## config.mk

```make
export PLATFORM = sky130hd
export DESIGN_NAME = cflut_unit
export DESIGN_NICKNAME = d
export VERILOG_FILES = /design/src/rtl/cflut_pkg.sv /design/src/rtl/cflut_ctrl.sv /design/src/rtl/cflut_datapath.sv /design/src/rtl/cflut_unit.sv
export SDC_FILE = /design/constraint.sdc
export NUM_CORES = 1
export LEC_CHECK = 0
export ABC_AREA = 1
export BUFFER_PORTS_ARGS = -buffer_cell sky130_fd_sc_hd__buf_4
export CORE_ASPECT_RATIO = 1.25
export CORE_UTILIZATION = 55
export CTS_CLUSTER_DIAMETER = 40
export CTS_CLUSTER_SIZE = 14
export DETAILED_ROUTE_END_ITERATION = 12
export PLACE_DENSITY = 0.72
export SYNTH_ARGS = -nofsm -noshare
export SYNTH_HDL_FRONTEND = slang
export SYNTH_HIERARCHICAL = 1
export SYNTH_SLANG_ARGS = --single-unit
export TNS_END_PERCENT = 10
```

## constraint.sdc

```tcl
create_clock -name clk -period 4.64 [get_ports clk]
set_clock_uncertainty 0.15 [all_clocks]
set_input_delay 0.464 -clock clk [delete_from_list [all_inputs] [get_ports clk]]
set_output_delay 0.464 -clock clk [all_outputs]
set_load 0.03 [all_outputs]
```

## src/rtl/cflut_pkg.sv

```systemverilog
package cflut_pkg;
  // Strobes from control to datapath
  typedef struct packed {
    logic doLoad;
    logic doExec;
  } ctrlStrobe_t;

  localparam int LUT_IDX_W = 2;
  localparam int LUT_ENTRIES = 1 << LUT_IDX_W;
endpackage

```

## src/rtl/cflut_ctrl.sv

```systemverilog
module cflut_ctrl
  import cflut_pkg::*;
(
  input  logic        clk,
  input  logic        rst,
  input  logic        wrEn,
  input  logic        execReq,
  output ctrlStrobe_t strobes,
  output logic        done
);
  logic doneQ;

  always_comb begin
    strobes.doLoad = wrEn;
    strobes.doExec = execReq;
  end

  // Done follows the edge that performed the update
  always_ff @(posedge clk) begin
    if (rst) doneQ <= 1'b0;
    else     doneQ <= execReq;
  end

  assign done = doneQ;
endmodule

```

## src/rtl/cflut_datapath.sv

```systemverilog
module cflut_datapath
  import cflut_pkg::*;
#(
  parameter int NUM_FIELDS = 8,
  parameter int FIELD_W    = 4,
  parameter int IDX_W      = 3
) (
  input  logic               clk,
  input  logic               rst,
  input  ctrlStrobe_t        strobes,
  input  logic [IDX_W-1:0]   wrIdx,
  input  logic [FIELD_W-1:0] wrData,
  input  logic [IDX_W-1:0]   rdIdx,
  output logic [FIELD_W-1:0] rdData,
  input  logic [IDX_W-1:0]   tgtIdx,
  input  logic [IDX_W-1:0]   srcIdx,
  input  logic [IDX_W-1:0]   lutIdx,
  input  logic [FIELD_W-1:0] mask
);
  logic [FIELD_W-1:0] fieldQ [NUM_FIELDS];
  logic [FIELD_W-1:0] tgtOld, srcVal, tableVal, mergedVal;
  logic [LUT_ENTRIES-1:0] lutTable;

  // Operands are read from the state before any write
  always_comb begin
    tgtOld   = fieldQ[tgtIdx];
    srcVal   = fieldQ[srcIdx];
    tableVal = fieldQ[lutIdx];
    lutTable = tableVal[LUT_ENTRIES-1:0];
  end

  // One slice per bit position
  for (genvar b = 0; b < FIELD_W; b++) begin : g_bit
    logic [LUT_IDX_W-1:0] sel;
    assign sel = {tgtOld[b], srcVal[b]};
    assign mergedVal[b] = mask[b] ? lutTable[sel] : tgtOld[b];
  end

  always_ff @(posedge clk) begin
    if (rst) begin
      for (int k = 0; k < NUM_FIELDS; k++) fieldQ[k] <= '0;
    end else begin
      if (strobes.doLoad) fieldQ[wrIdx] <= wrData;
      // Execute is written last so that it wins on the same field
      if (strobes.doExec) fieldQ[tgtIdx] <= mergedVal;
    end
  end

  assign rdData = fieldQ[rdIdx];
endmodule

```

## src/rtl/cflut_unit.sv

```systemverilog
module cflut_unit
  import cflut_pkg::*;
#(
  parameter int NUM_FIELDS = 8,
  parameter int FIELD_W    = 4,
  localparam int IDX_W     = $clog2(NUM_FIELDS)
) (
  input  logic               clk,
  input  logic               rst,
  input  logic               wrEn,
  input  logic [IDX_W-1:0]   wrIdx,
  input  logic [FIELD_W-1:0] wrData,
  input  logic [IDX_W-1:0]   rdIdx,
  output logic [FIELD_W-1:0] rdData,
  input  logic               exec,
  input  logic [IDX_W-1:0]   tgtIdx,
  input  logic [IDX_W-1:0]   srcIdx,
  input  logic [IDX_W-1:0]   lutIdx,
  input  logic [FIELD_W-1:0] mask,
  output logic               done
);
  ctrlStrobe_t strobes;

  cflut_ctrl u_ctrl (
    .clk(clk), .rst(rst), .wrEn(wrEn), .execReq(exec),
    .strobes(strobes), .done(done)
  );

  cflut_datapath #(
    .NUM_FIELDS(NUM_FIELDS), .FIELD_W(FIELD_W), .IDX_W(IDX_W)
  ) u_dp (
    .clk(clk), .rst(rst), .strobes(strobes),
    .wrIdx(wrIdx), .wrData(wrData), .rdIdx(rdIdx), .rdData(rdData),
    .tgtIdx(tgtIdx), .srcIdx(srcIdx), .lutIdx(lutIdx), .mask(mask)
  );
endmodule

```

==> flow_summary.yaml <==
drt:
  routed-via-count: 3724
  highest-signal-layer: "met4"
  drc: 0
  wl_met1_microns: 3970
  drt_pass1_iterations: 6
  drtIter0Drc: 428
  avgRoutedWirePerCell_microns: 16.98
  antenna_violating_nets_post_route: 0
  route.met2.wl_microns: 5282
  routed_wirelength_microns: 10750
  avgViaCountPerCell: 5.883
  met3_wirelength_microns: 737
setup_path:
  r2r_slack_ns: 2.71
  endpoint_kind: "output port"
  crit_path_max_fanout: 21
  path_class: "in2out"
  critical_path.n_buffers_inverters: 3
  cpMaxStageDelayCell: "a221oi_1"
  r2r-end: "u_dp/fieldQ[0][3]$_DFFE_PP_"
  timing.critical_path.cells: "buf_4 > inv_1 > a21oi_1 > a221oi_1 > a31oi_1 > buf_4"
  worst_path_largest_cell_delay_ns: 0.30
  ff2ff_path_depth: 10
  timing.rr.start: "u_dp/fieldQ[7][3]$_DFFE_PP_"
  cp_data_required_time_ns: 4.03
  crit_arrival_ns: 1.62
  type_of_element_launching_the_critical_path: "primary input"
  crit_path_frequent_cell: "buf_4"
  worst_path_dominant_cell_family: "buffers and inverters"
worst_hold_path:
  holdCritStartpoint: "rst"
  worst_hold_class: "in2reg"
  timing.hold.worst_endpoint: "u_ctrl/done$_SDFF_PP0_"
  hold_path_stages: 2
grt:
  globalRouteOverflowTotal: 0
  via_count_of_the_first_global_routing_pass: 3417
  groute.usage.overall: 0.3584
  grt_first_pass_wirelength_microns: 17020
  grt_antenna_before_repair: 0
  grt_max_degree: 22
outcome:
  outcome: "finished clean"
synthesis:
  synth_cells: 533
  synth_flop_cell: "edfxtp_1"
  syn-mean-instance-area_sq_um: 6.322
  synth.area.top_cells: "edfxtp_1, nand2_1, nand3_1"
  synth.ff_latch_count: 33
  mappedNetlistArea_sq_um: 3369
  synthesis.nets: 560
  ys_seq_area_frac: 0.2911
  yosys.cell_count.top_type: "nand2_1"
  post_synth_num_cell_types: 26
  async_reset_ff_frac: 0
  synth_commonest_cells: "nand2_1, nand3_1, inv_1"
  synth_largest_area_cell: "edfxtp_1"
  synth.top_cell.area_share: 0.2852
  yosysWarningCount: 6
  synth_enable_flop_cells: 32
timing:
  clock.fmax_ghz: 0.4484
  slew_headroom: 0.4678
  setup_violations: 0
  tns_ns: 0
  timing.final.ws_setup_ns: 2.410
  tightest_slew_ns: 0.7910
  period_needed_ns: 2.230
  fin_crit_sh: 0.4806
  setup_repair_after_global_routing_missed_its_margin: "false"
  final_max_slew_viol_count: 0
  timing_hold_violations_final: 0
  whs_ns: 0.2272
finish:
  finish.instance_area_sq_um: 3646
  n_fill_cell: 555
  insertedDiodeCount: 0
  utilization_after_layout: 0.6225
  layout-area-overhead-vs-synth_pct: 8.207
  layout-drive-gt1-share: 0.1343
  nNetsFinal: 577
  layoutNonFillerInstCount: 633
job:
  maxCapViolations: 0
die:
  fp-row-count: 31
  io_pins: 32
  floorplan.die_area_sq_um: 6445
  floorplan.initialDensity: 0.5753
  placeableCoreArea_sq_um: 5857
  die_height_microns: 89.51
  die_x_microns: 72.01
placement:
  finalWeightedCongestion: 0.9304
  placement.cell_area_sq_um: 3565
  pre_cts_slack_ns: 2.365
  portBuffers: 31
  placed_cells_incl_taps: 625
  hpwl_microns: 8526
pwr:
  peakVddDrop_mv: 0.2132
  total_power_mw: 0.8408
  total_leakage_power_nw: 1.875
  power_density_nw_per_um2: 230.6
cts:
  cts_hold_repair.buffers: 0
  worst_skew_pair.late_latency_ns: 0.29
  tritoncts.num_buffers: 5
  clock_tree.htree_level_count: 2
  postCtsSetupBuffers: 0
  clkSinkCount: 33
  cts_tree: "yes"
  max-clock-path-buffers: 2
  cts-root-buf: "clkbuf_8"
  cts.reportedPaths.clkPinSlew_ns: 0.07
  cts.repair.resized: 0
[worst max path at each step]
stage / slack (ns) / to / from / cells after the start
floorplan: 2.56 / rdData[0] / rdIdx[0] / 5
global placement: 2.43 / rdData[1] / rdIdx[0] / 6
detailed placement: 2.36 / u_dp/fieldQ[6][1]$_DFFE_PP_ / rst / 6
CTS: 2.43 / rdData[1] / rdIdx[0] / 6
global route: 2.31 / rdData[1] / rdIdx[0] / 6
finish: 2.41 / rdData[1] / rdIdx[0] / 6
[cell type report]
type | count | area [sq um] | area share
clock buffers | 5 | 68.82 | 0.01887
flip-flops and latches | 33 | 980.9 | 0.2690
inverters | 67 | 256.5 | 0.07035
well taps | 82 | 102.6 | 0.02814
clock inverters | 3 | 12.51 | 0.003432
multi-input cells | 412 | 1992 | 0.5463
repair buffers | 31 | 232.7 | 0.06383
[metal layers]
metal,GRT usage,vias up
met5,0,-
met4,0.2585,0
met3,0.04510,66
met2,0.6269,232
met1,0.4049,1667
li1,-,1759
[power by group]
group | total (mW) | switching, mW | leakage [nW] | internal (mW)
logic | 0.280 | 0.197 | 1.49 | 0.0827
clock network | 0.204 | 0.103 | 0.0430 | 0.101
registers | 0.357 | 0.0119 | 0.340 | 0.345
total | 0.841 | 0.312 | 1.88 | 0.529
[sequential cells by signal, summed over array words and instances, names as in the netlist]
signal	flops
u_ctrl/done	1
u_dp/fieldQ	32
[cells by family after synthesis]
group,after synthesis,share of synthesized area
and+or+nand+nor,374,0.5243
DFF,33,0.2911
buffers and inverters,88,0.1177
AOI/OAI and AO/OA,38,0.06684
[cells in the final DEF, fill, tap and decap left out, drive strengths merged]
master  synthesis  final
inv            67     67
a221oi          4      4
nand3         120    120
o211ai          6      6
a31oi           4      4
clkinv          0      3
buf            15     31
edfxtp         32     32
clkbuf          6      5
o21ai          12     12
nor2           36     36
a21oi          12     12
dfxtp           1      1
nor4            1      1
nand2         217    217
Power figures use the tool's default switching activity.
